## src/rtl/negbr_pkg.sv

```systemverilog
package negbr_pkg;

   typedef enum logic [4:0] {
      ST_BLO_RQ, ST_BLO_CP, ST_BHI_RQ, ST_BHI_CP, ST_BOP_RQ, ST_BOP_CP,
      ST_ALO_RQ, ST_ALO_CP, ST_AHI_RQ, ST_AHI_CP, ST_AOP_RQ, ST_AOP_CP,
      ST_WBACK,
      ST_CLO_RQ, ST_CLO_CP, ST_CHI_RQ, ST_CHI_CP, ST_JUMP,
      ST_SKIP1, ST_SKIP2
   } step_e;

   localparam int unsigned PTR_LANES = 2;

   typedef struct packed {
      logic                 rd;
      logic                 wr;
      logic                 addr_ptr;
      logic                 pc_inc;
      logic                 pc_load;
      logic [PTR_LANES-1:0] ptr_we;
      logic                 b_we;
      logic                 res_we;
      logic                 done;
   } ctrl_t;

endpackage

```

## src/rtl/negbr_sub.sv

```systemverilog
module negbr_sub #(
   parameter int unsigned W     = 8,
   parameter int unsigned STYLE = 0
) (
   input  logic [W-1:0] minuend,
   input  logic [W-1:0] subtrahend,
   output logic [W-1:0] diff
);
   generate
      if (STYLE == 0) begin : g_behav
         assign diff = minuend - subtrahend;
      end else begin : g_ripple
         logic [W-1:0] brw;
         assign brw[0] = 1'b0;
         for (genvar g = 0; g < W; g++) begin : g_bit
            assign diff[g] = minuend[g] ^ subtrahend[g] ^ brw[g];
            if (g < W - 1) begin : g_chain
               assign brw[g+1] = (~minuend[g] & subtrahend[g]) |
                                 (~(minuend[g] ^ subtrahend[g]) & brw[g]);
            end
         end
      end
   endgenerate
endmodule

```

## src/rtl/negbr_datapath.sv

```systemverilog
module negbr_datapath
   import negbr_pkg::*;
#(
   parameter int unsigned          ADDR_W    = 16,
   parameter int unsigned          DATA_W    = 8,
   parameter int unsigned          SUB_STYLE = 0,
   parameter logic [ADDR_W-1:0]    RESET_PC  = '0
) (
   input  logic                 clk,
   input  logic                 rst_n,
   input  logic                 addr_ptr,
   input  logic                 pc_inc,
   input  logic                 pc_load,
   input  logic [PTR_LANES-1:0] ptr_we,
   input  logic                 b_we,
   input  logic                 res_we,
   input  logic [DATA_W-1:0]    rdata,
   output logic [ADDR_W-1:0]    addr,
   output logic [DATA_W-1:0]    wdata,
   output logic [ADDR_W-1:0]    pc_o,
   output logic [ADDR_W-1:0]    ptr_o,
   output logic                 res_msb
);
   localparam int unsigned LANE_W = ADDR_W / PTR_LANES;

   logic [ADDR_W-1:0] pc_q;
   logic [ADDR_W-1:0] ptr_q;
   logic [DATA_W-1:0] b_q;
   logic [DATA_W-1:0] res_q;
   logic [DATA_W-1:0] diff;

   always_ff @(posedge clk) begin
      if (!rst_n) begin
         pc_q <= RESET_PC;
      end else if (pc_load) begin
         pc_q <= ptr_q;
      end else if (pc_inc) begin
         pc_q <= pc_q + 1'b1;
      end
   end

   generate
      for (genvar g = 0; g < PTR_LANES; g++) begin : g_lane
         always_ff @(posedge clk) begin
            if (!rst_n) begin
               ptr_q[g*LANE_W +: LANE_W] <= '0;
            end else if (ptr_we[g]) begin
               ptr_q[g*LANE_W +: LANE_W] <= rdata[LANE_W-1:0];
            end
         end
      end
   endgenerate

   always_ff @(posedge clk) begin
      if (!rst_n) begin
         b_q <= '0;
      end else if (b_we) begin
         b_q <= rdata;
      end
   end

   negbr_sub #(.W(DATA_W), .STYLE(SUB_STYLE)) u_sub (
      .minuend   (rdata),
      .subtrahend(b_q),
      .diff      (diff)
   );

   always_ff @(posedge clk) begin
      if (!rst_n) begin
         res_q <= '0;
      end else if (res_we) begin
         res_q <= diff;
      end
   end

   assign addr    = addr_ptr ? ptr_q : pc_q;
   assign wdata   = res_q;
   assign pc_o    = pc_q;
   assign ptr_o   = ptr_q;
   assign res_msb = res_q[DATA_W-1];
endmodule

```

## src/rtl/negbr_seq.sv

```systemverilog
module negbr_seq
   import negbr_pkg::*;
(
   input  logic  clk,
   input  logic  rst_n,
   input  logic  res_msb,
   output ctrl_t ctrl
);
   step_e st_q, st_d;

   always_ff @(posedge clk) begin
      if (!rst_n) begin
         st_q <= ST_BLO_RQ;
      end else begin
         st_q <= st_d;
      end
   end

   always_comb begin
      ctrl = '0;
      st_d = st_q;
      case (st_q)
         ST_BLO_RQ: begin ctrl.rd = 1'b1; st_d = ST_BLO_CP; end
         ST_BLO_CP: begin ctrl.ptr_we = 2'b01; ctrl.pc_inc = 1'b1; st_d = ST_BHI_RQ; end
         ST_BHI_RQ: begin ctrl.rd = 1'b1; st_d = ST_BHI_CP; end
         ST_BHI_CP: begin ctrl.ptr_we = 2'b10; st_d = ST_BOP_RQ; end
         ST_BOP_RQ: begin ctrl.rd = 1'b1; ctrl.addr_ptr = 1'b1; st_d = ST_BOP_CP; end
         ST_BOP_CP: begin ctrl.b_we = 1'b1; ctrl.pc_inc = 1'b1; st_d = ST_ALO_RQ; end
         ST_ALO_RQ: begin ctrl.rd = 1'b1; st_d = ST_ALO_CP; end
         ST_ALO_CP: begin ctrl.ptr_we = 2'b01; ctrl.pc_inc = 1'b1; st_d = ST_AHI_RQ; end
         ST_AHI_RQ: begin ctrl.rd = 1'b1; st_d = ST_AHI_CP; end
         ST_AHI_CP: begin ctrl.ptr_we = 2'b10; st_d = ST_AOP_RQ; end
         ST_AOP_RQ: begin ctrl.rd = 1'b1; ctrl.addr_ptr = 1'b1; st_d = ST_AOP_CP; end
         ST_AOP_CP: begin ctrl.res_we = 1'b1; st_d = ST_WBACK; end
         ST_WBACK: begin
            ctrl.wr       = 1'b1;
            ctrl.addr_ptr = 1'b1;
            ctrl.pc_inc   = 1'b1;
            st_d          = res_msb ? ST_CLO_RQ : ST_SKIP1;
         end
         ST_CLO_RQ: begin ctrl.rd = 1'b1; st_d = ST_CLO_CP; end
         ST_CLO_CP: begin ctrl.ptr_we = 2'b01; ctrl.pc_inc = 1'b1; st_d = ST_CHI_RQ; end
         ST_CHI_RQ: begin ctrl.rd = 1'b1; st_d = ST_CHI_CP; end
         ST_CHI_CP: begin ctrl.ptr_we = 2'b10; st_d = ST_JUMP; end
         ST_JUMP:   begin ctrl.pc_load = 1'b1; ctrl.done = 1'b1; st_d = ST_BLO_RQ; end
         ST_SKIP1:  begin ctrl.pc_inc = 1'b1; st_d = ST_SKIP2; end
         ST_SKIP2:  begin ctrl.pc_inc = 1'b1; ctrl.done = 1'b1; st_d = ST_BLO_RQ; end
         default:   begin st_d = ST_BLO_RQ; end
      endcase
   end
endmodule

```

## src/rtl/negbranch_cpu.sv

```systemverilog
module negbranch_cpu
   import negbr_pkg::*;
#(
   parameter int unsigned       ADDR_W    = 16,
   parameter int unsigned       DATA_W    = 8,
   parameter int unsigned       SUB_STYLE = 0,
   parameter logic [ADDR_W-1:0] RESET_PC  = '0
) (
   input  logic              clk,
   input  logic              rst_n,
   output logic [ADDR_W-1:0] mem_addr,
   output logic              mem_rd_en,
   input  logic [DATA_W-1:0] mem_rdata,
   output logic              mem_wr_en,
   output logic [DATA_W-1:0] mem_wdata,
   output logic              instr_done,
   output logic [ADDR_W-1:0] pc
);
   generate
      if (ADDR_W != PTR_LANES * DATA_W) begin : g_bad_width
         $error("negbranch_cpu: ADDR_W must be twice DATA_W");
      end
      if (DATA_W < 2) begin : g_bad_data
         $error("negbranch_cpu: DATA_W must be at least 2");
      end
      if (SUB_STYLE > 1) begin : g_bad_style
         $error("negbranch_cpu: SUB_STYLE must be 0 or 1");
      end
   endgenerate

   ctrl_t             ctrl;
   logic              res_msb_w;
   logic [ADDR_W-1:0] ptr_w;

   negbr_seq u_seq (
      .clk    (clk),
      .rst_n  (rst_n),
      .res_msb(res_msb_w),
      .ctrl   (ctrl)
   );

   negbr_datapath #(
      .ADDR_W   (ADDR_W),
      .DATA_W   (DATA_W),
      .SUB_STYLE(SUB_STYLE),
      .RESET_PC (RESET_PC)
   ) u_dp (
      .clk     (clk),
      .rst_n   (rst_n),
      .addr_ptr(ctrl.addr_ptr),
      .pc_inc  (ctrl.pc_inc),
      .pc_load (ctrl.pc_load),
      .ptr_we  (ctrl.ptr_we),
      .b_we    (ctrl.b_we),
      .res_we  (ctrl.res_we),
      .rdata   (mem_rdata),
      .addr    (mem_addr),
      .wdata   (mem_wdata),
      .pc_o    (pc),
      .ptr_o   (ptr_w),
      .res_msb (res_msb_w)
   );

   assign mem_rd_en  = ctrl.rd;
   assign mem_wr_en  = ctrl.wr;
   assign instr_done = ctrl.done;
endmodule

```

## config.mk

```make
export PLATFORM = sky130hd
export DESIGN_NAME = negbranch_cpu
export DESIGN_NICKNAME = d
export VERILOG_FILES = /design/src/rtl/negbr_pkg.sv /design/src/rtl/negbr_sub.sv /design/src/rtl/negbr_datapath.sv /design/src/rtl/negbr_seq.sv /design/src/rtl/negbranch_cpu.sv
export SDC_FILE = /design/constraint.sdc
export NUM_CORES = 1
export LEC_CHECK = 0
export BUFFER_PORTS_ARGS = -buffer_cell sky130_fd_sc_hd__buf_2
export CORE_MARGIN = 4
export CORE_UTILIZATION = 50
export CTS_BUF_LIST = sky130_fd_sc_hd__clkbuf_4
export CTS_CLUSTER_DIAMETER = 120
export CTS_CLUSTER_SIZE = 24
export DETAILED_ROUTE_END_ITERATION = 12
export PLACE_DENSITY = 0.75
export SLEW_MARGIN = 20
export SYNTH_ARGS = -nofsm -noshare
export SYNTH_HDL_FRONTEND = slang
export SYNTH_HIERARCHICAL = 1
export SYNTH_SLANG_ARGS = --single-unit
```

## constraint.sdc

```tcl
create_clock -name clk -period 2.2 [get_ports clk]
set_clock_uncertainty 0.2 [all_clocks]
set_input_delay 0.33 -clock clk [delete_from_list [all_inputs] [get_ports clk]]
set_output_delay 0.33 -clock clk [all_outputs]
set_load 0.03 [all_outputs]
```

* Word level (Yosys, flattened, before mapping) *
Cells that the tools add are included.

operators by class
  $add $sub $neg = 2
  equality and inequality tests = 19
  mux-type cells = 14
  reduce and logical (&&, ||, !) cells = 8

operators with widths
  operator               count
  $pmux 5 s18            1
  $mux 16                3
  $eq 5x4->1 const B     8
  $eq 5x3->1 const B     4
  $eq 5x5->1 const B     4
  $add 16x1->16 const B  1
  $eq 5x2->1 const B     2
  $reduce_or 3->1        3
  $mux 1                 8
  $reduce_or 8->1        1
  $sub 8x8->8            1
  $reduce_or 7->1        1
  $eq 5x1->1 const B     1
  $logic_not 5->1        1
  $mux 5                 1
  $pmux 2 s2             1
  $reduce_bool 2->1      1
  $reduce_or 2->1        1

storage, ports and cells
  flip-flop bits (word level) = 53
  input port bits = 10
  logic and storage cells = 49

* Logic depth before layout (Yosys ltp) *
Gate-level depths: netlist (run 1).

  depth after elaboration = 5
  mapped depth = 10
  mapped depth without buffers = 10

* By module *
The synthesis (run 1) kept the hierarchy.

by module, submodules not included
  module          times used  cells an instance  area each (um^2)  sequential area each (um^2)
  negbr_datapath  1           222                2233.4            960.9
  negbr_seq       1           55                 424.2             100.1
  negbr_sub       1           43                 331.6             0.0

* Least setup slack after synthesis (run 1) *
Ideal clock, no wire load.

  path type = register to output
  start point = register u_seq.st_q[1]
  end point = output port mem_addr[11]
  data arrival time = 1.914 ns
  data required time = 1.670 ns
  setup slack = -0.244 ns
  stages on the path, launching flop included = 7
  cell sequence = dfxtp_1 buf_2 mux2i_1 nor3_1 buf_2 buf_1 o21ai_0

RTL lines
  what                    RTL line             source
  start, declared         negbr_seq.sv:9       step_e st_q, st_d;
  start signal, assigned  negbr_seq.sv:15      st_q <= st_d;
  end, declared           negbranch_cpu.sv:11  output logic [ADDR_W-1:0] mem_addr,

==> results of run 1 <==
==> critical path: cells and delay by family (launching register included) <==
| kind | cells | cell delay, ns |
|---|---|---|
| buf+inv | 4 | 0.53 |
| simple gates | 1 | 0.21 |
| mux | 2 | 0.43 |
| flops | 1 | 0.36 |
==> cells in the mapped netlist, types with 2 or more instances <==
cell | instances | share of area [%]
sky130_fd_sc_hd__inv_1 | 11 | 1.4
sky130_fd_sc_hd__nand3b_1 | 2 | 0.50
sky130_fd_sc_hd__a31oi_1 | 4 | 0.84
sky130_fd_sc_hd__xnor2_1 | 18 | 5.3
sky130_fd_sc_hd__nand3_1 | 4 | 0.67
sky130_fd_sc_hd__dfxtp_1 | 53 | 35
sky130_fd_sc_hd__a211oi_1 | 3 | 0.75
sky130_fd_sc_hd__mux2i_1 | 34 | 11
sky130_fd_sc_hd__nand2b_1 | 4 | 0.84
sky130_fd_sc_hd__xor2_1 | 7 | 2.1
sky130_fd_sc_hd__nand2_1 | 15 | 1.9
sky130_fd_sc_hd__clkbuf_1 | 11 | 1.4
sky130_fd_sc_hd__nor4_2 | 4 | 1.7
sky130_fd_sc_hd__o211a_1 | 4 | 1.3
sky130_fd_sc_hd__a21oi_1 | 15 | 2.5
sky130_fd_sc_hd__buf_2 | 6 | 1.0
sky130_fd_sc_hd__nor3b_1 | 4 | 1.0
sky130_fd_sc_hd__nor3_1 | 8 | 1.3
sky130_fd_sc_hd__nor2_1 | 7 | 0.88
sky130_fd_sc_hd__mux2_2 | 14 | 5.3
sky130_fd_sc_hd__buf_1 | 2 | 0.25
sky130_fd_sc_hd__ha_1 | 8 | 3.3
sky130_fd_sc_hd__nor2b_1 | 34 | 7.1
sky130_fd_sc_hd__nand4_1 | 5 | 1.0
sky130_fd_sc_hd__a21o_1 | 3 | 0.75
sky130_fd_sc_hd__o21ai_0 | 17 | 2.8
==> per-stage QoR <==
stage                     setup WS [ns]  hold slack [ns]  instances  total power [mW]  utilization (%)
after floorplan                  0.0128            0.248        320              1.23                -
after global placement           0.0278            0.295        449              1.31             61.3
after detailed placement        -0.0337            0.304        449              1.32             61.3
after CTS                        -0.309           0.0627        464              1.89             68.4
after global routing             -0.342           0.0660        465              1.97             69.8
final                            -0.245           0.0840        465              1.89             69.8
==> power breakdown <==
group          switching, mW  internal, mW  total [mW]
sequential            0.0285         0.986        1.01
combinational          0.165         0.161       0.327
clock                  0.296         0.249       0.545
total                  0.490          1.40        1.89
==> cell families (layout without fill, tap and decap cells) <==
kind of cell | after synthesis | count (layout)
compound gates | 55 | 55
xor+xnor | 25 | 25
fa+ha+maj | 9 | 9
buf+inv | 32 | 105
flops | 53 | 53
mux | 48 | 48
simple gates | 98 | 98
==> flip-flops by register name, summed over array words and instances (netlist names) <==
signal	flops
u_dp/b_q	8
u_dp/pc_o	16
u_dp/ptr_o	16
u_dp/wdata	8
u_seq/st_q	5
==> layout make-up <==
class	count	area [sq um]
Sequential cell	53	1070
Fill cell	424	1700
Clock buffer	6	45.0
Inverter	12	45.0
Multi-Input combinational cell	235	2000
Tap cell	72	90.1
Clock inverter	2	33.8
Timing Repair Buffer	85	663
==> metal layers <==
| metal | wire length (um) | global-route usage, % | part of all wire (%) | up-vias |
|---|---|---|---|---|
| met2 | 3630 | 33.5 | 50 | 61 |
| met3 | 328 | 2.82 | 4.5 | 11 |
| met4 | 91 | 5.61 | 1.3 | 0 |
| met5 | 0 | 0 | 0 | - |
| li1 | - | - | - | 1264 |
| met1 | 3220 | 25.5 | 44 | 1211 |
==> worst max path at each step <==
| stage | startpoint | to | slack, ns | depth (start not counted) |
|---|---|---|---|---|
| 5_1_grt | u_seq/st_q[2] | mem_addr[11] | -0.34 | 9 |
| 4_1_cts | u_seq/st_q[1] | mem_addr[3] | -0.31 | 7 |
| 3_5_place_dp | u_seq/st_q[3] | u_dp/pc_o[14] | -0.03 | 8 |
| 2_1_floorplan | u_seq/st_q[0] | u_dp/pc_o[13] | 0.01 | 6 |
| 6_report | u_seq/st_q[1] | mem_addr[3] | -0.24 | 7 |
| 3_3_place_gp | mem_rdata[0] | u_dp/wdata[6] | 0.03 | 11 |
==> timing repair <==
| item | CTS | global route |
|---|---|---|
| gates resized for setup | 69 | 16 |
| buffers inserted | 7 | 1 |
| setup endpoints to repair | 19 | 34 |
| pin swaps | 7 | 12 |
==> impl_metrics.prom, run 1 <==
# TYPE chip_impl_metric gauge
chip_impl_info{name="run_status",value="finished, violations left"} 1
chip_impl_info{name="violations",value="setup timing"} 1
chip_impl_metric{name="floorplan_die_height",unit="um"} 85.3
chip_impl_metric{name="cap_viol_max_count",unit=""} 0
chip_impl_info{name="most-common-layout-cells",value="sky130_fd_sc_hd__dfxtp_1, sky130_fd_sc_hd__buf_2, sky130_fd_sc_hd__mux2i_1"} 1
chip_impl_metric{name="grt-ovfl-total",unit=""} 0
chip_impl_metric{name="fin_setup_tns",unit="ns"} -4.49
chip_impl_metric{name="crit_required",unit="ns"} 1.67
chip_impl_info{name="crit-reg2reg-launch",value="u_seq/st_q[3]"} 1
chip_impl_metric{name="timing.hold.worst_path_depth",unit=""} 3
chip_impl_metric{name="grt_antenna_before_repair",unit=""} 0
chip_impl_metric{name="worst-endpoint-arrival",unit="ns"} 1.91
chip_impl_metric{name="total_leakage_power",unit="nW"} 1.67
chip_impl_info{name="synth_ff_type",value="sky130_fd_sc_hd__dfxtp_1"} 1
chip_impl_metric{name="r2r_slack",unit="ns"} -0.11
chip_impl_metric{name="postSynthCellCount",unit=""} 320
chip_impl_metric{name="pin_count",unit=""} 53
chip_impl_metric{name="die_footprint",unit="sq um"} 7280
chip_impl_info{name="cpMaxStageDelayCell",value="sky130_fd_sc_hd__dfxtp_2"} 1
chip_impl_metric{name="yosys_warnings",unit=""} 6
chip_impl_info{name="cp-end-kind",value="primary output"} 1
chip_impl_metric{name="area_delta_synth_final",unit="%"} 31.8
chip_impl_metric{name="synth_area_in_compound_gates",unit="%"} 11.7
chip_impl_metric{name="fp.dieW",unit="um"} 85.3
chip_impl_metric{name="synth_seq_area_share",unit="%"} 35.5
chip_impl_metric{name="synth-edff-count",unit=""} 0
chip_impl_metric{name="critical_path_peak_fanout",unit=""} 8
chip_impl_metric{name="synth-simple-area-share",unit="%"} 20.4
chip_impl_metric{name="i_o_buffers",unit=""} 52
chip_impl_metric{name="insertion_delay",unit="ns"} 0.37
chip_impl_metric{name="power_per_cell_area",unit="nW/um^2"} 479
chip_impl_metric{name="grt_first_pass_wirelength",unit="um"} 11700
chip_impl_info{name="timing.hold.worst.start",value="mem_rdata[2]"} 1
chip_impl_metric{name="clock.fmax",unit="MHz"} 409
chip_impl_metric{name="postSynthRegisterBits",unit=""} 53
chip_impl_metric{name="avgViaCountPerCell",unit=""} 5.48
chip_impl_info{name="ctsRootBufferMaster",value="sky130_fd_sc_hd__clkbuf_4"} 1
chip_impl_metric{name="rd_place_congestion",unit=""} 0.797
chip_impl_info{name="synth_top_family_by_area",value="simple AND/OR/NAND/NOR gates"} 1
chip_impl_metric{name="synthXorXnorAreaFrac",unit="%"} 7.33
chip_impl_metric{name="std_cell_rows",unit=""} 27
chip_impl_metric{name="syn_area_per_cell",unit="sq um"} 9.34
chip_impl_info{name="hold_path_class",value="input pin to register"} 1
chip_impl_metric{name="drv_slew",unit=""} 0
chip_impl_metric{name="ctsHtreeMaxLevel",unit=""} 2
chip_impl_metric{name="stage_delay_of_the_slowest_cell_on_the_critical_path",unit="ns"} 0.36
chip_impl_metric{name="min_period_over_period",unit="%"} 111
chip_impl_metric{name="final.min_clock_period",unit="ns"} 2.44
chip_impl_metric{name="hold_viol_final",unit=""} 0
chip_impl_info{name="hold_end",value="u_dp/ptr_o[10]"} 1
chip_impl_info{name="final_common_cell",value="sky130_fd_sc_hd__dfxtp_1"} 1
chip_impl_metric{name="netlist_area",unit="sq um"} 2990
chip_impl_metric{name="cts.sinks",unit=""} 53
chip_impl_info{name="timing.setup.critical_path_class",value="register to primary output"} 1
chip_impl_metric{name="vias_in_the_first_global_route",unit=""} 2422
chip_impl_metric{name="cts_hold_buf",unit=""} 0
chip_impl_metric{name="drc",unit=""} 0
chip_impl_metric{name="num-nets-final",unit=""} 411
chip_impl_metric{name="globalRouteTotalUtil",unit="%"} 19.6
chip_impl_metric{name="worst_pin_slew",unit="ns"} 0.601
chip_impl_metric{name="synth_fp_nets",unit=""} 339
chip_impl_info{name="critical-path-top-cell-by-count",value="sky130_fd_sc_hd__buf_12"} 1
chip_impl_metric{name="fraction_of_the_mapped_netlist_area_in_adder_cells",unit="%"} 4.02
chip_impl_info{name="worst_setup_start_kind",value="register"} 1
chip_impl_metric{name="worst_ir_drop_vdd",unit="mV"} 0.314
chip_impl_metric{name="cts_inserted_buffers",unit=""} 5
chip_impl_metric{name="drt.antenna.violating_nets",unit=""} 0
chip_impl_metric{name="clock_path_buffers",unit=""} 2
chip_impl_metric{name="setup_slack",unit="ns"} -0.245
chip_impl_metric{name="core",unit="sq um"} 5640
chip_impl_info{name="cts_tree",value="built"} 1
chip_impl_metric{name="drive_gt1_share",unit="%"} 34.4
chip_impl_metric{name="post_synth_mux_area_share",unit="%"} 16.7
chip_impl_metric{name="stdcell_area",unit="sq um"} 3940
chip_impl_metric{name="drt-initial-drc-count",unit=""} 198
chip_impl_metric{name="first_pass_iters",unit=""} 4
chip_impl_metric{name="post-dp-hpwl",unit="um"} 4920
chip_impl_metric{name="cts.clk_slew.worst_paths",unit="ns"} 0.15
chip_impl_info{name="path_cells",value="buf_8 > mux2i_1 > nor3_2 > buf_12 > buf_12 > mux2_4 > buf_6"} 1
chip_impl_info{name="worstReg2RegEnd",value="u_dp/pc_o[13]"} 1
chip_impl_metric{name="synth_cell_types",unit=""} 49
chip_impl_metric{name="maxSlewHeadroom",unit="%"} 59.8
chip_impl_metric{name="initial_core_util",unit="%"} 53.0
chip_impl_metric{name="rr_worst_depth",unit=""} 10
chip_impl_metric{name="antennaDiodeCount",unit=""} 0
chip_impl_metric{name="async_reset_ff_share",unit="%"} 0
chip_impl_metric{name="grt_start_max_net_pins",unit=""} 32
chip_impl_metric{name="dpl_cell_area",unit="sq um"} 3460
chip_impl_info{name="rsz0062_at_grt",value="true"} 1
chip_impl_metric{name="wl_per_cell",unit="um"} 15.6
chip_impl_metric{name="count_of_final_setup_violators",unit=""} 26
chip_impl_metric{name="drt-total-wl",unit="um"} 7270
chip_impl_metric{name="via_count",unit=""} 2547
(Power assumes the default switching activity.)
==> run 2, diff against run 1 <==
Settings changed: CORE_ASPECT_RATIO set to 1.25.
==> run 2 against run 1 <==
The run still ends with setup timing left; global-route usage up 0.11 points; hold slack better by 0.0070 ns; register-to-register slack worse by 0.06 ns.
==> impl_metrics.prom, run 2 (synthesis results as in run 1) <==
# TYPE chip_impl_metric gauge
chip_impl_info{name="timing.hold.worst.start",value="mem_rdata[6]"} 1
chip_impl_info{name="crit-reg2reg-launch",value="u_seq/st_q[3]"} 1
chip_impl_metric{name="setup_slack",unit="ns"} -0.271
chip_impl_metric{name="drc",unit=""} 0
chip_impl_metric{name="power.clock.fraction",unit="%"} 25.1
chip_impl_metric{name="postLayoutCoreUtil",unit="%"} 67.3
chip_impl_metric{name="floorplan_die_height",unit="um"} 94.4
chip_impl_metric{name="die_footprint",unit="sq um"} 7290
chip_impl_metric{name="wl_per_cell",unit="um"} 16.0
chip_impl_info{name="cp-end-kind",value="primary output"} 1
chip_impl_metric{name="total_leakage_power",unit="nW"} 1.65
chip_impl_metric{name="min_period_over_period",unit="%"} 112
chip_impl_metric{name="hold_viol_final",unit=""} 0
chip_impl_metric{name="worst-endpoint-arrival",unit="ns"} 1.94
chip_impl_info{name="worstReg2RegEnd",value="u_dp/pc_o[12]"} 1
chip_impl_metric{name="grt_antenna_before_repair",unit=""} 0
chip_impl_info{name="timing.setup.critical_path_class",value="register to primary output"} 1
chip_impl_info{name="rsz0062_at_grt",value="true"} 1
chip_impl_metric{name="globalRouteTotalUtil",unit="%"} 19.7
chip_impl_metric{name="place.detailed.instances",unit=""} 443
chip_impl_metric{name="cap_viol_max_count",unit=""} 0
chip_impl_metric{name="grt-ovfl-total",unit=""} 0
chip_impl_info{name="cts_tree",value="built"} 1
chip_impl_metric{name="drt-total-wl",unit="um"} 7360
chip_impl_metric{name="initial_core_util",unit="%"} 51.4
chip_impl_metric{name="maxSlewHeadroom",unit="%"} 59.2
chip_impl_metric{name="grt_start_max_net_pins",unit=""} 38
chip_impl_metric{name="sw_frac_of_total",unit="%"} 28.9
chip_impl_metric{name="drive_gt1_share",unit="%"} 34.8
chip_impl_metric{name="r2r_slack",unit="ns"} -0.17
chip_impl_metric{name="critical_path_peak_fanout",unit=""} 6
chip_impl_metric{name="area_delta_synth_final",unit="%"} 31.1
chip_impl_info{name="worst_setup_start_kind",value="register"} 1
chip_impl_metric{name="internal-power",unit="mW"} 1.28
chip_impl_metric{name="worst_ir_drop_vdd",unit="mV"} 0.324
chip_impl_metric{name="i_o_buffers",unit=""} 52
chip_impl_metric{name="clock.fmax",unit="MHz"} 405
chip_impl_metric{name="first_pass_iters",unit=""} 4
chip_impl_metric{name="cell_count_final_fillers_out",unit=""} 460
chip_impl_metric{name="comb_power_share",unit="%"} 18.5
chip_impl_metric{name="timing.hold.worst_path_depth",unit=""} 3
chip_impl_metric{name="insertion_delay",unit="ns"} 0.37
chip_impl_metric{name="num-nets-final",unit=""} 412
chip_impl_metric{name="rd_place_congestion",unit=""} 0.829
chip_impl_metric{name="final.min_clock_period",unit="ns"} 2.47
chip_impl_metric{name="cts_inserted_buffers",unit=""} 5
chip_impl_metric{name="p_total",unit="mW"} 1.79
chip_impl_info{name="hold_path_class",value="input pin to register"} 1
chip_impl_metric{name="pin_count",unit=""} 53
chip_impl_metric{name="place_ws",unit="ns"} -0.00558
chip_impl_metric{name="cts.sinks",unit=""} 53
chip_impl_metric{name="cts.clk_slew.worst_paths",unit="ns"} 0.16
chip_impl_info{name="ctsRootBufferMaster",value="sky130_fd_sc_hd__clkbuf_4"} 1
chip_impl_metric{name="reported_net_switching_power",unit="mW"} 0.518
chip_impl_info{name="violations",value="setup timing"} 1
chip_impl_info{name="most-common-layout-cells",value="sky130_fd_sc_hd__dfxtp_1, sky130_fd_sc_hd__buf_2, sky130_fd_sc_hd__mux2i_1, sky130_fd_sc_hd__nor2b_1, sky130_fd_sc_hd__buf_4"} 1
chip_impl_metric{name="worst_pin_slew",unit="ns"} 0.611
chip_impl_metric{name="core",unit="sq um"} 5820
chip_impl_metric{name="fin_setup_tns",unit="ns"} -4.57
chip_impl_metric{name="crit_required",unit="ns"} 1.67
chip_impl_metric{name="power_per_cell_area",unit="nW/um^2"} 458
chip_impl_metric{name="ctsHtreeMaxLevel",unit=""} 2
chip_impl_metric{name="antennaDiodeCount",unit=""} 0
chip_impl_metric{name="vias_in_the_first_global_route",unit=""} 2427
chip_impl_metric{name="grt_first_pass_wirelength",unit="um"} 11800
chip_impl_info{name="run_status",value="finished, violations left"} 1
chip_impl_metric{name="pwr-share-seq",unit="%"} 56.4
chip_impl_metric{name="drt-initial-drc-count",unit=""} 87
chip_impl_metric{name="drv_slew",unit=""} 0
chip_impl_metric{name="post-dp-hpwl",unit="um"} 4720
chip_impl_info{name="final_common_cell",value="sky130_fd_sc_hd__dfxtp_1"} 1
chip_impl_metric{name="avgViaCountPerCell",unit=""} 5.57
chip_impl_metric{name="clock_path_buffers",unit=""} 2
chip_impl_info{name="hold_end",value="u_dp/ptr_o[14]"} 1
chip_impl_metric{name="drt.antenna.violating_nets",unit=""} 0
chip_impl_metric{name="std_cell_rows",unit=""} 31
chip_impl_metric{name="via_count",unit=""} 2562
chip_impl_metric{name="count_of_final_setup_violators",unit=""} 23
chip_impl_metric{name="fp.dieW",unit="um"} 77.2
chip_impl_metric{name="num-fill-cells",unit=""} 444
chip_impl_metric{name="rr_worst_depth",unit=""} 9
-- run 2: final cells by class --
class                           count  area, sq um  area share [%]
Multi-Input combinational cell    235         1990            50.8
Timing Repair Buffer               86          676            17.2
Clock inverter                      3         21.3           0.543
Sequential cell                    53         1070            27.2
Inverter                           12         45.0            1.15
Tap cell                           66         82.6            2.11
Clock buffer                        5         37.5           0.958
-- run 2: worst max path at each step --
stage / start / to
floorplan: u_seq/st_q[0] / u_dp/pc_o[13]
global placement: mem_rdata[0] / u_dp/wdata[6]
detailed placement: u_seq/st_q[0] / u_dp/pc_o[14]
CTS: u_seq/st_q[1] / mem_addr[9]
global route: u_seq/st_q[1] / mem_addr[8]
finish: u_seq/st_q[1] / mem_addr[9]
-- run 2: per-stage QoR --
step	hold slack, ns	area (sq um)
after floorplan	0.248	3000
after global placement	0.298	3450
after detailed placement	0.303	3450
after CTS	0.0661	3790
after global routing	0.0941	3920
final	0.0910	3920
-- run 2: timing repair --
| item | CTS | global route |
|---|---|---|
| setup endpoints to repair | 17 | 35 |
| gates resized for setup | 61 | 24 |
| cloned | 0 | 0 |
| pin swaps | 2 | 6 |
| hold buffers | 0 | 0 |
| setup buffers | 8 | 1 |
-- run 2: power groups by stage --
stage	Combinational, mW	Sequential, mW	Clock (mW)
2_1_floorplan	0.194	1.03	0
3_5_place_dp	0.287	1.03	0
5_1_grt	0.360	1.02	0.502
6_report	0.331	1.01	0.450
4_1_cts	0.321	1.01	0.464
3_3_place_gp	0.282	1.03	0
-- run 2: worst max-delay path: stages, from the launching register on --
cell and delay, ns:
sky130_fd_sc_hd__dfxtp_2 0.37, sky130_fd_sc_hd__buf_8 0.12, sky130_fd_sc_hd__mux2i_2 0.14, sky130_fd_sc_hd__nor3_2 0.18, sky130_fd_sc_hd__clkbuf_16 0.19, sky130_fd_sc_hd__buf_12 0.12
sky130_fd_sc_hd__mux2_4 0.31, sky130_fd_sc_hd__buf_6 0.14
-- run 2: layer usage --
metal  wire (um)  up-vias  GRT usage (%)  share of wire (%)
li1            -     1271              -                  -
met1        3260     1218           24.9                 44
met2        3740       63           34.9                 51
met3         265       10           3.63                3.6
met4          99        0           4.30                1.3
met5           0        -              0                  0
==> run 3, diff against run 2 <==
Settings changed: CAP_MARGIN set to 30, GPL_TIMING_DRIVEN set to 0, SYNTH_HIERARCHICAL 1 to not set.
==> run 3 against run 2 <==
The run still ends with setup timing left; final cell count is 17% higher; synthesized cell count is 17% higher; register-to-register slack better by 0.23 ns; critical path depth is 1 higher; via count is 22% higher; critical endpoint is now mem_addr[14]; largest power group unchanged; highest routed layer unchanged.
==> impl_metrics.prom, run 3 <==
# TYPE chip_impl_metric gauge
chip_impl_metric{name="sum_of_buffers_and_inverters_on_the_critical_path",unit=""} 4
chip_impl_info{name="path_cells",value="nand2b_4 > mux2_4 > nor3_4 > buf_12 > buf_12 > buf_12 > mux2_4 > buf_6"} 1
chip_impl_metric{name="die_footprint",unit="sq um"} 7790
chip_impl_metric{name="worst_pin_slew",unit="ns"} 0.731
chip_impl_metric{name="cts.clk_slew.worst_paths",unit="ns"} 0.16
chip_impl_metric{name="drt-total-wl",unit="um"} 8920
chip_impl_metric{name="setup_slack",unit="ns"} -0.460
chip_impl_metric{name="drc",unit=""} 0
chip_impl_metric{name="reported_net_switching_power",unit="mW"} 0.518
chip_impl_metric{name="synth-edff-count",unit=""} 0
chip_impl_info{name="timing.setup.critical_path_class",value="register to primary output"} 1
chip_impl_info{name="most-common-layout-cells",value="sky130_fd_sc_hd__dfxtp_1, sky130_fd_sc_hd__nor2_1, sky130_fd_sc_hd__buf_2"} 1
chip_impl_info{name="crit-reg2reg-launch",value="u_seq.st_q[3]"} 1
chip_impl_metric{name="netlist_area",unit="sq um"} 3220
chip_impl_metric{name="yosysTopAreaCellShare",unit="%"} 33.0
chip_impl_metric{name="power_per_cell_area",unit="nW/um^2"} 460
chip_impl_metric{name="postSynthRegisterBits",unit=""} 53
chip_impl_metric{name="count_of_final_setup_violators",unit=""} 16
chip_impl_info{name="critical-path-top-cell-by-count",value="sky130_fd_sc_hd__buf_12"} 1
chip_impl_metric{name="antennaDiodeCount",unit=""} 0
chip_impl_metric{name="cts_inserted_buffers",unit=""} 5
chip_impl_metric{name="drt.antenna.violating_nets",unit=""} 0
chip_impl_metric{name="critical_path_peak_fanout",unit=""} 5
chip_impl_metric{name="hold_viol_final",unit=""} 0
chip_impl_metric{name="core",unit="sq um"} 6210
chip_impl_metric{name="clock.fmax",unit="MHz"} 376
chip_impl_info{name="synth.largest_area_cell",value="sky130_fd_sc_hd__dfxtp_1"} 1
chip_impl_info{name="cts_tree",value="built"} 1
chip_impl_metric{name="comb_power_share",unit="%"} 15.4
chip_impl_metric{name="drt-initial-drc-count",unit=""} 228
chip_impl_metric{name="synth_cell_types",unit=""} 66
chip_impl_metric{name="worst-endpoint-arrival",unit="ns"} 2.13
chip_impl_metric{name="insertion_delay",unit="ns"} 0.38
chip_impl_metric{name="pwr-share-seq",unit="%"} 53.9
chip_impl_info{name="run_status",value="finished, violations left"} 1
chip_impl_info{name="synthTopCellsByArea",value="sky130_fd_sc_hd__dfxtp_1, sky130_fd_sc_hd__mux2_4, sky130_fd_sc_hd__a21oi_1"} 1
chip_impl_metric{name="pin_count",unit=""} 53
chip_impl_metric{name="r2r_slack",unit="ns"} 0.06
chip_impl_metric{name="grt_antenna_before_repair",unit=""} 0
chip_impl_metric{name="area_delta_synth_final",unit="%"} 26.1
chip_impl_metric{name="internal-power",unit="mW"} 1.35
chip_impl_info{name="yosys.cell_count.top_type",value="sky130_fd_sc_hd__dfxtp_1"} 1
chip_impl_metric{name="num-nets-final",unit=""} 469
chip_impl_metric{name="synth_seq_area_share",unit="%"} 33.0
chip_impl_info{name="cpMaxStageDelayCell",value="sky130_fd_sc_hd__dfxtp_4"} 1
chip_impl_metric{name="yosys_warnings",unit=""} 0
chip_impl_info{name="timing.hold.worst.start",value="mem_rdata[7]"} 1
chip_impl_metric{name="i_o_buffers",unit=""} 51
chip_impl_metric{name="postSynthCellCount",unit=""} 374
chip_impl_info{name="worst_setup_start_kind",value="register"} 1
chip_impl_info{name="cp-end-kind",value="primary output"} 1
chip_impl_metric{name="syn_area_per_cell",unit="sq um"} 8.60
chip_impl_metric{name="fp.dieW",unit="um"} 79.7
chip_impl_metric{name="clock_path_buffers",unit=""} 2
chip_impl_info{name="hold_end",value="u_dp.ptr_o[7]"} 1
chip_impl_metric{name="grt_first_pass_wirelength",unit="um"} 14200
chip_impl_metric{name="via_count",unit=""} 3136
chip_impl_metric{name="vias_in_the_first_global_route",unit=""} 2952
chip_impl_info{name="violations",value="setup timing"} 1
chip_impl_metric{name="total_leakage_power",unit="nW"} 1.71
chip_impl_metric{name="stdcell_area",unit="sq um"} 4060
chip_impl_metric{name="power.clock.fraction",unit="%"} 30.7
chip_impl_metric{name="globalRouteTotalUtil",unit="%"} 22.7
chip_impl_metric{name="p_total",unit="mW"} 1.87
chip_impl_metric{name="timing.hold.worst_path_depth",unit=""} 3
chip_impl_metric{name="avgViaCountPerCell",unit=""} 5.85
chip_impl_metric{name="final.min_clock_period",unit="ns"} 2.66
chip_impl_metric{name="drv_slew",unit=""} 0
chip_impl_metric{name="std_cell_rows",unit=""} 32
chip_impl_metric{name="min_period_over_period",unit="%"} 121
chip_impl_info{name="rsz0062_at_grt",value="true"} 1
chip_impl_info{name="post_synth_most_frequent_cells",value="sky130_fd_sc_hd__dfxtp_1, sky130_fd_sc_hd__nor2_1, sky130_fd_sc_hd__a21oi_1"} 1
chip_impl_metric{name="ctsHtreeMaxLevel",unit=""} 2
chip_impl_metric{name="dpl_cell_area",unit="sq um"} 3580
chip_impl_metric{name="initial_core_util",unit="%"} 51.8
chip_impl_metric{name="rr_worst_depth",unit=""} 9
chip_impl_info{name="synth_ff_type",value="sky130_fd_sc_hd__dfxtp_1"} 1
chip_impl_metric{name="cap_viol_max_count",unit=""} 0
chip_impl_info{name="cp_top_family",value="multiplexers"} 1
chip_impl_metric{name="first_pass_iters",unit=""} 5
chip_impl_metric{name="post-dp-hpwl",unit="um"} 6070
chip_impl_info{name="worstReg2RegEnd",value="u_dp.ptr_o[3]"} 1
chip_impl_metric{name="cts_hold_buf",unit=""} 0
chip_impl_metric{name="sw_frac_of_total",unit="%"} 27.7
chip_impl_metric{name="place_ws",unit="ns"} -0.243
chip_impl_metric{name="wl_per_cell",unit="um"} 16.6
chip_impl_metric{name="grt-ovfl-total",unit=""} 0
chip_impl_metric{name="cts.sinks",unit=""} 53
chip_impl_info{name="final_common_cell",value="sky130_fd_sc_hd__dfxtp_1"} 1
chip_impl_metric{name="grt_start_max_net_pins",unit=""} 16
chip_impl_metric{name="worst_ir_drop_vdd",unit="mV"} 0.410
chip_impl_metric{name="async_reset_ff_share",unit="%"} 0
chip_impl_info{name="ctsRootBufferMaster",value="sky130_fd_sc_hd__clkbuf_4"} 1
chip_impl_metric{name="stage_delay_of_the_slowest_cell_on_the_critical_path",unit="ns"} 0.39
chip_impl_metric{name="rd_place_congestion",unit=""} 0.951
chip_impl_info{name="hold_path_class",value="input pin to register"} 1
chip_impl_metric{name="drive_gt1_share",unit="%"} 30.2
chip_impl_metric{name="floorplan_die_height",unit="um"} 97.7
chip_impl_metric{name="crit_required",unit="ns"} 1.67
chip_impl_metric{name="maxSlewHeadroom",unit="%"} 50.6
chip_impl_metric{name="postLayoutCoreUtil",unit="%"} 65.4
chip_impl_metric{name="fin_setup_tns",unit="ns"} -6.41
chip_impl_metric{name="synth_fp_nets",unit=""} 393
chip_impl_metric{name="num-fill-cells",unit=""} 536
-- run 3: changes by cell type in the layout (fill, tap and decap cells not counted), moves of 16 or more --
cell                      previous run  this run
sky130_fd_sc_hd__nor2_1              5        39
sky130_fd_sc_hd__nor2b_1            33         4
sky130_fd_sc_hd__mux2i_1            33        16
sky130_fd_sc_hd__a21oi_1            15        31
sky130_fd_sc_hd__nand2_1            13        29
sky130_fd_sc_hd__xnor2_1            18         2
-- run 3: logic make-up (layout without fill, tap and decap cells) --
| kind of cell | after synthesis | in the layout | synth area share (%) |
|---|---|---|---|
| DFF | 53 | 53 | 33.0 |
| adders and majority gates | 9 | 9 | 3.74 |
| xor gates and xnor gates | 5 | 5 | 1.36 |
| and+or+nand+nor | 137 | 137 | 22.3 |
| buffers and inverters | 37 | 114 | 6.58 |
| AOI/OAI and AO/OA | 100 | 100 | 20.8 |
| muxes | 33 | 33 | 12.2 |
-- run 3: per-layer routing --
metal | routed length (um) | GRT usage, % | part of all wire (%) | vias up
li1 | - | - | - | 1514
met1 | 3570 | 27.6 | 40 | 1472
met2 | 4720 | 40.6 | 53 | 138
met3 | 527 | 3.34 | 5.9 | 12
met4 | 98 | 6.89 | 1.1 | 0
met5 | 0 | 0 | 0 | -
-- run 3: what timing repair did --
| action | CTS | global route |
|---|---|---|
| setup buffers | 10 | 9 |
| cloned | 1 | 0 |
| resized for setup | 51 | 20 |
| pin swaps | 1 | 5 |
| setup endpoints to repair | 18 | 50 |
-- run 3: worst max path at each step --
| stage | cells after the start | end | startpoint | slack [ns] |
|---|---|---|---|---|
| finish | 8 | mem_addr[14] | u_seq.st_q[2] | -0.46 |
| global route | 8 | mem_addr[14] | u_seq.st_q[2] | -0.51 |
| CTS | 8 | mem_addr[14] | u_seq.st_q[2] | -0.50 |
| detailed placement | 7 | mem_addr[14] | u_seq.st_q[2] | -0.24 |
| global placement | 7 | mem_addr[13] | u_seq.st_q[2] | -0.22 |
| floorplan | 6 | mem_addr[10] | u_seq.st_q[2] | 0.005 |
-- run 3: area by class of cell --
class / count / area (sq um) / area share [%]
Tap cell: 85 / 106 / 2.62
Sequential cell: 53 / 1070 / 26.3
Timing Repair Buffer: 70 / 567 / 14.0
Inverter: 11 / 41.3 / 1.02
Clock buffer: 6 / 45.0 / 1.11
Buffer: 25 / 201 / 4.97
Clock inverter: 2 / 33.8 / 0.833
Multi-Input combinational cell: 284 / 1990 / 49.1
-- run 3: power groups by stage --
stage / Combinational [mW] / Clock [mW] / Sequential, mW
floorplan: 0.176 / 0 / 1.02
finish: 0.288 / 0.573 / 1.01
detailed placement: 0.249 / 0 / 1.02
global placement: 0.245 / 0 / 1.02
CTS: 0.270 / 0.566 / 1.00
global route: 0.316 / 0.608 / 1.01
-- run 3: worst reg2reg max path, cell delays in order (launching register included) --
cell and delay (ns):
sky130_fd_sc_hd__dfxtp_2 0.34, sky130_fd_sc_hd__buf_6 0.12, sky130_fd_sc_hd__buf_8 0.12, sky130_fd_sc_hd__buf_4 0.13, sky130_fd_sc_hd__xor2_1 0.14, sky130_fd_sc_hd__a31oi_1 0.56
sky130_fd_sc_hd__nor2_4 0.13, sky130_fd_sc_hd__buf_12 0.17, sky130_fd_sc_hd__nand2_1 0.07, sky130_fd_sc_hd__a21oi_1 0.07
-- run 3: metrics by stage --
stage | std cells | hold WS [ns]
after CTS | 528 | 0.0118
after global routing | 536 | 0.00296
after floorplan | 374 | 0.240
after detailed placement | 510 | 0.249
after global placement | 510 | 0.238
final | 536 | 0.0146
